`src/rtl/ls_pkg.sv`:
```
package ls_pkg;
   // widest access in bytes; result bus is right-aligned in this many lanes
   localparam int LS_MAX_BYTES = 8;
   localparam int LS_DATA_W    = 8 * LS_MAX_BYTES;
   localparam int LS_SIZE_W    = $clog2(LS_MAX_BYTES) + 1;

   typedef enum logic [1:0] {
      ST_IDLE = 2'd0,
      ST_ISS0 = 2'd1,
      ST_ISS1 = 2'd2,
      ST_WAIT = 2'd3
   } ls_state_e;
endpackage

```
`src/rtl/ls_split_calc.sv`:
```
module ls_split_calc #(
   parameter int ADDR_W     = 32,
   parameter int LINE_BYTES = 64,
   parameter int SIZE_W     = 4
) (
   input  logic [ADDR_W-1:0] addr,
   input  logic [SIZE_W-1:0] size,
   output logic              split,
   output logic [ADDR_W-1:0] hi_addr,
   output logic [SIZE_W-1:0] lo_size,
   output logic [SIZE_W-1:0] hi_size
);
   localparam logic [ADDR_W-1:0] LINE_MASK = ADDR_W'(LINE_BYTES - 1);

   logic [ADDR_W-1:0] end_addr;
   logic [ADDR_W-1:0] last_byte;

   assign end_addr  = addr + ADDR_W'(size);
   assign last_byte = end_addr - ADDR_W'(1);
   assign hi_addr   = last_byte & ~LINE_MASK;
   assign split     = hi_addr > addr;
   assign lo_size   = split ? SIZE_W'(hi_addr - addr) : size;
   assign hi_size   = split ? SIZE_W'(end_addr - hi_addr) : '0;
endmodule

```
`src/rtl/ls_conflict.sv`:
```
module ls_conflict #(
   parameter int LINE_W = 26,
   parameter int TAG_W  = 4
) (
   input  logic              active,
   input  logic              two_parts,
   input  logic [LINE_W-1:0] own_line0,
   input  logic [LINE_W-1:0] own_line1,
   input  logic [TAG_W-1:0]  own_tag,
   input  logic [LINE_W-1:0] new_line,
   input  logic [TAG_W-1:0]  new_tag,
   output logic              blocked
);
   logic same_line;

   assign same_line = (new_line == own_line0) ||
                      (two_parts && (new_line == own_line1));
   assign blocked   = active && same_line && (new_tag != own_tag);
endmodule

```
`src/rtl/ls_assemble.sv`:
```
module ls_assemble #(
   parameter int NBYTES = 8,
   parameter int SIZE_W = 4
) (
   input  logic                  clk,
   input  logic                  rst_n,
   input  logic                  clear,
   input  logic                  wr_lo,
   input  logic                  wr_hi,
   input  logic [SIZE_W-1:0]     lo_size,
   input  logic [SIZE_W-1:0]     total,
   input  logic [8*NBYTES-1:0]   in_data,
   output logic [8*NBYTES-1:0]   out_data
);
   logic [8*NBYTES-1:0] hi_shift;

   // upper part bytes land just above the lower part
   assign hi_shift = in_data << {lo_size, 3'b000};

   for (genvar j = 0; j < NBYTES; j++) begin : g_lane
      localparam logic [SIZE_W-1:0] LANE = SIZE_W'(j);
      logic [7:0] lane_q;

      always_ff @(posedge clk or negedge rst_n) begin
         if (!rst_n) begin
            lane_q <= '0;
         end else if (clear) begin
            lane_q <= '0;
         end else if (wr_lo && (LANE < lo_size)) begin
            lane_q <= in_data[8*j +: 8];
         end else if (wr_hi && (LANE >= lo_size) && (LANE < total)) begin
            lane_q <= hi_shift[8*j +: 8];
         end
      end

      assign out_data[8*j +: 8] = lane_q;
   end
endmodule

```
`src/rtl/ls_load_splitter.sv`:
```
module ls_load_splitter #(
   parameter int ADDR_W     = 32,
   parameter int LINE_BYTES = 64,
   parameter int TAG_W      = 4
) (
   input  logic                          clk,
   input  logic                          rst_n,
   input  logic                          pipe_req_valid,
   output logic                          pipe_req_ready,
   input  logic                          pipe_req_is_store,
   input  logic [ADDR_W-1:0]             pipe_req_addr,
   input  logic [ls_pkg::LS_SIZE_W-1:0]  pipe_req_size,
   input  logic [TAG_W-1:0]              pipe_req_tag,
   input  logic [ls_pkg::LS_DATA_W-1:0]  pipe_req_wdata,
   output logic                          dc_req_valid,
   input  logic                          dc_req_ready,
   output logic                          dc_req_we,
   output logic [ADDR_W-1:0]             dc_req_addr,
   output logic [ls_pkg::LS_SIZE_W-1:0]  dc_req_size,
   output logic [TAG_W-1:0]              dc_req_tag,
   output logic                          dc_req_idx,
   output logic [ls_pkg::LS_DATA_W-1:0]  dc_req_wdata,
   input  logic                          dc_rsp_valid,
   input  logic [TAG_W-1:0]              dc_rsp_tag,
   input  logic                          dc_rsp_idx,
   input  logic [ls_pkg::LS_DATA_W-1:0]  dc_rsp_data,
   output logic                          pipe_rsp_valid,
   output logic [TAG_W-1:0]              pipe_rsp_tag,
   output logic [ADDR_W-1:0]             pipe_rsp_addr,
   output logic [ls_pkg::LS_SIZE_W-1:0]  pipe_rsp_size,
   output logic [ls_pkg::LS_DATA_W-1:0]  pipe_rsp_data,
   output logic                          mem_stall,
   output logic                          st_cross_err
);
   import ls_pkg::*;

   localparam int SIZE_W = LS_SIZE_W;
   localparam int DATA_W = LS_DATA_W;
   localparam int OFF_W  = $clog2(LINE_BYTES);
   localparam int LINE_W = ADDR_W - OFF_W;

   if ((1 << OFF_W) != LINE_BYTES) begin : g_bad_line
      $error("LINE_BYTES must be a power of two");
   end
   if (LINE_BYTES < LS_MAX_BYTES) begin : g_small_line
      $error("LINE_BYTES must be at least the widest access");
   end
   if (LINE_W < 1) begin : g_bad_addr
      $error("ADDR_W must exceed the line offset width");
   end
   if (TAG_W < 1) begin : g_bad_tag
      $error("TAG_W must be at least 1");
   end

   // incoming request split
   logic              in_split;
   logic [ADDR_W-1:0] in_hi_addr;
   logic [SIZE_W-1:0] in_lo_size;
   logic [SIZE_W-1:0] in_hi_size;

   ls_split_calc #(
      .ADDR_W     (ADDR_W),
      .LINE_BYTES (LINE_BYTES),
      .SIZE_W     (SIZE_W)
   ) u_calc (
      .addr    (pipe_req_addr),
      .size    (pipe_req_size),
      .split   (in_split),
      .hi_addr (in_hi_addr),
      .lo_size (in_lo_size),
      .hi_size (in_hi_size)
   );

   // pending load state
   ls_state_e         state_q;
   logic [ADDR_W-1:0] p_addr;
   logic [ADDR_W-1:0] p_hi_addr;
   logic [SIZE_W-1:0] p_size;
   logic [SIZE_W-1:0] p_lo_size;
   logic [SIZE_W-1:0] p_hi_size;
   logic [TAG_W-1:0]  p_tag;
   logic              p_split;
   logic [1:0]        sent_q;
   logic [1:0]        back_q;
   logic [1:0]        done_cnt;
   logic              rsp_q;
   logic              err_q;

   logic st_blocked;
   logic is_idle;
   logic is_wait;
   logic store_slot;
   logic ld_take;
   logic st_issue;
   logic st_refuse;
   logic hit_lo;
   logic hit_hi;
   logic hit_any;
   logic [1:0] need_cnt;
   logic [1:0] cnt_next;
   logic all_back;

   assign is_idle    = (state_q == ST_IDLE);
   assign is_wait    = (state_q == ST_WAIT);
   assign store_slot = is_idle || is_wait;

   ls_conflict #(
      .LINE_W (LINE_W),
      .TAG_W  (TAG_W)
   ) u_conflict (
      .active    (!is_idle),
      .two_parts (p_split),
      .own_line0 (p_addr[ADDR_W-1:OFF_W]),
      .own_line1 (p_hi_addr[ADDR_W-1:OFF_W]),
      .own_tag   (p_tag),
      .new_line  (pipe_req_addr[ADDR_W-1:OFF_W]),
      .new_tag   (pipe_req_tag),
      .blocked   (st_blocked)
   );

   assign ld_take   = pipe_req_valid && !pipe_req_is_store && is_idle;
   assign st_refuse = pipe_req_valid && pipe_req_is_store && in_split && store_slot;
   assign st_issue  = pipe_req_valid && pipe_req_is_store && !in_split &&
                      store_slot && !st_blocked;

   always_comb begin
      if (pipe_req_is_store) begin
         pipe_req_ready = store_slot && (in_split || (!st_blocked && dc_req_ready));
      end else begin
         pipe_req_ready = is_idle;
      end
   end

   // cache request mux: load parts own the port while being sent
   always_comb begin
      dc_req_valid = 1'b0;
      dc_req_we    = 1'b0;
      dc_req_addr  = pipe_req_addr;
      dc_req_size  = pipe_req_size;
      dc_req_tag   = pipe_req_tag;
      dc_req_idx   = 1'b0;
      dc_req_wdata = '0;
      unique case (state_q)
         ST_ISS0: begin
            dc_req_valid = 1'b1;
            dc_req_addr  = p_addr;
            dc_req_size  = p_lo_size;
            dc_req_tag   = p_tag;
         end
         ST_ISS1: begin
            dc_req_valid = 1'b1;
            dc_req_addr  = p_hi_addr;
            dc_req_size  = p_hi_size;
            dc_req_tag   = p_tag;
            dc_req_idx   = 1'b1;
         end
         default: begin
            dc_req_valid = st_issue;
            dc_req_we    = 1'b1;
            dc_req_wdata = pipe_req_wdata;
         end
      endcase
   end

   // response steering by tag and part index
   assign hit_lo   = dc_rsp_valid && !is_idle && (dc_rsp_tag == p_tag) &&
                     !dc_rsp_idx && sent_q[0] && !back_q[0];
   assign hit_hi   = dc_rsp_valid && !is_idle && (dc_rsp_tag == p_tag) &&
                     dc_rsp_idx && sent_q[1] && !back_q[1];
   assign hit_any  = hit_lo || hit_hi;
   assign need_cnt = p_split ? 2'd2 : 2'd1;
   assign cnt_next = done_cnt + 2'd1;
   assign all_back = hit_any && (cnt_next == need_cnt);

   always_ff @(posedge clk or negedge rst_n) begin
      if (!rst_n) begin
         state_q   <= ST_IDLE;
         p_addr    <= '0;
         p_hi_addr <= '0;
         p_size    <= '0;
         p_lo_size <= '0;
         p_hi_size <= '0;
         p_tag     <= '0;
         p_split   <= 1'b0;
         sent_q    <= '0;
         back_q    <= '0;
         done_cnt  <= '0;
         rsp_q     <= 1'b0;
         err_q     <= 1'b0;
      end else begin
         rsp_q <= 1'b0;
         err_q <= st_refuse;
         if (hit_any) begin
            done_cnt <= cnt_next;
            if (hit_lo) back_q[0] <= 1'b1;
            if (hit_hi) back_q[1] <= 1'b1;
         end
         unique case (state_q)
            ST_IDLE: begin
               if (ld_take) begin
                  state_q   <= ST_ISS0;
                  p_addr    <= pipe_req_addr;
                  p_hi_addr <= in_hi_addr;
                  p_size    <= pipe_req_size;
                  p_lo_size <= in_lo_size;
                  p_hi_size <= in_hi_size;
                  p_tag     <= pipe_req_tag;
                  p_split   <= in_split;
                  sent_q    <= '0;
                  back_q    <= '0;
                  done_cnt  <= '0;
               end
            end
            ST_ISS0: begin
               if (dc_req_ready) begin
                  sent_q[0] <= 1'b1;
                  state_q   <= p_split ? ST_ISS1 : ST_WAIT;
               end
            end
            ST_ISS1: begin
               if (dc_req_ready) begin
                  sent_q[1] <= 1'b1;
                  state_q   <= ST_WAIT;
               end
            end
            default: begin
               if (all_back) begin
                  state_q <= ST_IDLE;
                  rsp_q   <= 1'b1;
               end
            end
         endcase
      end
   end

   ls_assemble #(
      .NBYTES (LS_MAX_BYTES),
      .SIZE_W (SIZE_W)
   ) u_asm (
      .clk      (clk),
      .rst_n    (rst_n),
      .clear    (ld_take),
      .wr_lo    (hit_lo),
      .wr_hi    (hit_hi),
      .lo_size  (p_lo_size),
      .total    (p_size),
      .in_data  (dc_rsp_data),
      .out_data (pipe_rsp_data)
   );

   assign pipe_rsp_valid = rsp_q;
   assign pipe_rsp_tag   = p_tag;
   assign pipe_rsp_addr  = p_addr;
   assign pipe_rsp_size  = p_size;
   assign mem_stall      = is_wait;
   assign st_cross_err   = err_q;

   logic unused_data;
   assign unused_data = ^{DATA_W'(0)};
endmodule

```
`config.mk`:
```
export PLATFORM = sky130hd
export DESIGN_NAME = ls_load_splitter
export DESIGN_NICKNAME = d
export VERILOG_FILES = /design/src/rtl/ls_pkg.sv /design/src/rtl/ls_split_calc.sv /design/src/rtl/ls_conflict.sv /design/src/rtl/ls_assemble.sv /design/src/rtl/ls_load_splitter.sv
export SDC_FILE = /design/constraint.sdc
export NUM_CORES = 1
export LEC_CHECK = 0
export ABC_CLOCK_PERIOD_IN_PS = 11550
export BUFFER_PORTS_ARGS = -buffer_cell sky130_fd_sc_hd__buf_2
export CORE_ASPECT_RATIO = 0.5
export CORE_MARGIN = 3
export CORE_UTILIZATION = 56
export CTS_CLUSTER_DIAMETER = 120
export CTS_CLUSTER_SIZE = 16
export DETAILED_ROUTE_END_ITERATION = 6
export GPL_TIMING_DRIVEN = 1
export PLACE_DENSITY = 0.93
export RECOVER_POWER = 25
export SYNTH_ARGS = -nofsm -noshare
export SYNTH_HDL_FRONTEND = slang
export SYNTH_SLANG_ARGS = --single-unit
```
`constraint.sdc`:
```
create_clock -name clk -period 11.55 [get_ports clk]
set_input_delay 1.155 -clock clk [delete_from_list [all_inputs] [get_ports clk]]
set_output_delay 1.155 -clock clk [all_outputs]
set_load 0.05 [all_outputs]
```
==> flow_summary_export.csv <==
group,metric,value,unit
routing,wire_per_inst,22.3,microns
routing,dr.pass1.iters,6,
global_route,grt_usage,37.5,%
setup_path,crit_path_max_fanout,13,
floorplanning,io_pins,394,
synth,yosys_warnings,0,
synth,async_flop_share,100,%
global_route,grt_first_pass_wirelength,67900,microns
setup_path,crit_start,"pipe_req_addr[0]",
clock_tree,cts.sinks,149,
worst_hold_path,hold_class,"reg2reg",
routing,routed_wl,45900,microns
clock_tree,cts_root_buf,"clkbuf_16",
setup_path,start_kind,"input pin",
pwr,power_leakage,6.92,nW
synth,seq_area_frac_synth,31.0,%
placement,globalplace.congestion,1.04,
setup_path,critical_path_class,"in2out",
synth,netlist.area_leader.share,31.0,%
synth,synth_area_per_cell,8.25,sq um
timing,whs,0.492,ns
timing,setup_tns,0,ns
global_route,grt_pass1_vias,11900,
pwr,peakVddDrop,0.332,mV
cells_and_area,fillers,1668,
setup_path,rrSetupSlack,7.81,ns
routing,drtIter0Drc,1752,
placement,dpl_cell_area,14000,sq um
timing,tightest_slew,4.88,ns
timing,setup_ws,3.29,ns
routing,route.detailed.drc,0,
timing,slew_headroom,-226,%
synth,syn_nets,1675,
timing,fin_crit_sh,71.5,%
clock_tree,htreeDepth,4,
global_route,grt-ovfl-total,0,
synth,ys_types,71,
setup_path,worst_r2r_endpoint,"u_asm.g_lane[7].lane_q[1]",
placement,dpl.cell_count,2023,
clock_tree,clockBufferDepth,2,
synth,netlist_area,12000,sq um
floorplanning,die_area,23400,sq um
routing,viasPerCell,6.43,
timing,post-route-min-period,8.26,ns
synth,synth_top_flop_cell,"dfrtp_1",
synth,post_synth_most_frequent_cells,"nand2_1, dfrtp_1, o21ai_0",
clock_tree,clkTransAtPathRegs,0.07,ns
setup_path,r2r_start,"pipe_rsp_tag[3]",
synth,yosysMostFrequentCell,"nand2_1",
worst_hold_path,hold_path_depth,2,
cells_and_area,finalNonFillerCells,2060,
floorplanning,row_count,37,
timing,drv_slew,88,
flow_run,cap_violations,1,
setup_path,cp.required,10.40,ns
setup_path,reg2regPathDepth,8,
pwr,finalPower,4.78,mW
cells_and_area,fin_nets,1985,
clock_tree,hold_buffers,0,
status,violations,"max-capacitance violations, max-slew violations",
clock_tree,post-cts-setup-buffer-count,0,
worst_hold_path,hp-start,"p_hi_size[0]",
clock_tree,cts_inserted_buffers,17,
timing,finalSetupViolations,0,
floorplanning,start_util,57.7,%
cells_and_area,design_area,14500,sq um
synth,synth.area.top_cells,"dfrtp_1, xnor2_1, mux2i_1",
synth,syn-instance-count,1459,
floorplanning,core-area,20800,sq um
pwr,power_density,329,nW/um^2
floorplanning,die_w,213,microns
global_route,grt_antenna_before_repair,10,
clock_tree,cts_resized,0,
synth,synth_edf_count,0,
synth,ys_ff_latch,149,
synth,synth_area_leader_cell,"dfrtp_1",
setup_path,cp.arrival,7.11,ns
setup_path,crit_path_end_kind,"output port",
status,status,"finished with violations",
timing,max_clock_freq,121,MHz
timing,hold_violations,0,
placement,portBuffers,393,
cells_and_area,area_growth,20.8,%
routing,vias,13300,
timing,grt_setup_unrepaired,"false",
clock_tree,insertion_delay,0.45,ns
routing,antenna_left,0,
placement,dp_hpwl,34300,microns
cells_and_area,final_util,69.8,%
placement,dp_slack,3.44,ns
worst_hold_path,holdPathEnd,"p_hi_size[0]",
global_route,grt_max_degree,122,
timing,finalClockSkew,0.0164,ns
clock_tree,cts_tree,"built",
floorplanning,fp.dieH,110,microns
cells_and_area,layout-drive-gt1-share,25.6,%
==> state kept, by name, indices dropped and copies added, names as in the netlist <==
signal	cells
p_hi_addr	26
back_q	2
pipe_rsp_addr	32
p_hi_size	4
state_q	2
p_lo_size	4
st_cross_err	1
p_split	1
pipe_rsp_tag	4
pipe_rsp_valid	1
done_cnt	2
pipe_rsp_size	4
sent_q	2
u_asm.g_lane.lane_q	64
==> critical path, cell delays in order <==
cell,delay (ns)
buf_2,0.13
ha_1,0.22
inv_1,0.07
fa_1,0.41
nand2b_1,0.20
a21oi_1,0.62
and3_1,0.40
mux2i_1,0.22
a31oi_1,0.14
or4_1,0.82
nor2_1,0.19
xor2_1,0.21
ha_1,0.28
a21o_1,0.18
a21o_1,0.18
a21o_1,0.17
a21o_1,0.17
a211oi_1,0.23
o21bai_1,0.13
a22oi_1,0.19
buf_4,0.24
a21boi_0,0.20
o22ai_1,0.10
buf_2,0.25
==> worst max-delay path by stage <==
stage                                 to  depth (start not counted)  slack [ns]
after global routing      pipe_req_ready                         24        2.94
after floorplan             dc_req_valid                         23        3.99
after global placement    pipe_req_ready                         24        3.50
final                     pipe_req_ready                         24        3.29
after detailed placement  pipe_req_ready                         24        3.44
after CTS                 pipe_req_ready                         24        3.38
==> per-layer routing <==
metal	share of wire [%]	global-route usage (%)	wire length (microns)	vias to the layer above
met4	3.3	14.0	1510	10
met5	0.30	3.02	139	-
met2	45	58.0	20700	971
met3	12	10.6	5600	157
met1	39	50.2	18000	6253
li1	-	-	-	5862
==> cell usage in the layout (no fill, tap or decap), types with 5 or more instances in the layout <==
cell and instances:
nor3_1 26, and4_1 5, buf_2 350, o22ai_1 10, o211ai_1 7, a31oi_1 12
a21oi_1 113, mux2i_1 67, nand3_1 50, a21o_1 14, xnor2_1 81, clkbuf_1 43
clkbuf_16 17, ha_1 35, a211oi_1 19, nand2b_1 5, buf_4 14, diode_2 5
dfrtp_1 147, mux2_2 25, o211a_1 7, nand2_1 164, nor2b_1 67, mux4_2 11
o31ai_1 16, nand4_1 27, and3_1 10, o21ai_0 116, a22oi_1 23, inv_1 56
inv_8 6, a221oi_1 29, nor4_1 18, nor2_1 72, xor2_1 29, and2_1 15
==> cell families after synthesis <==
family | count (synthesis) | share of synthesized area [%]
flip-flops | 149 | 31.0
multiplexers | 103 | 9.97
AO/OA/AOI/OAI | 403 | 21.2
adder cells (fa/ha/maj) | 37 | 3.91
buffers and inverters | 173 | 5.87
AND/OR/NAND/NOR | 483 | 19.9
XOR/XNOR | 111 | 8.14
==> layout make-up <==
type	count	area, sq um	area share (%)
clock buffers	17	425	2.93
well taps	273	342	2.35
inverters	57	214	1.47
diodes	5	12.5	0.0861
repair buffers	407	2020	13.9
multi-input cells	1137	7620	52.4
flip-flops and latches	149	3730	25.7
clock inverters	15	175	1.20
==> power breakdown <==
group          switching [mW]  internal (mW)  leakage, nW  total, mW
sequential              0.188          0.703         1.94      0.891
combinational            2.50          0.818         4.69       3.31
clock                   0.279          0.293        0.291      0.572
No activity file was read; power rests on OpenSTA's default activity.
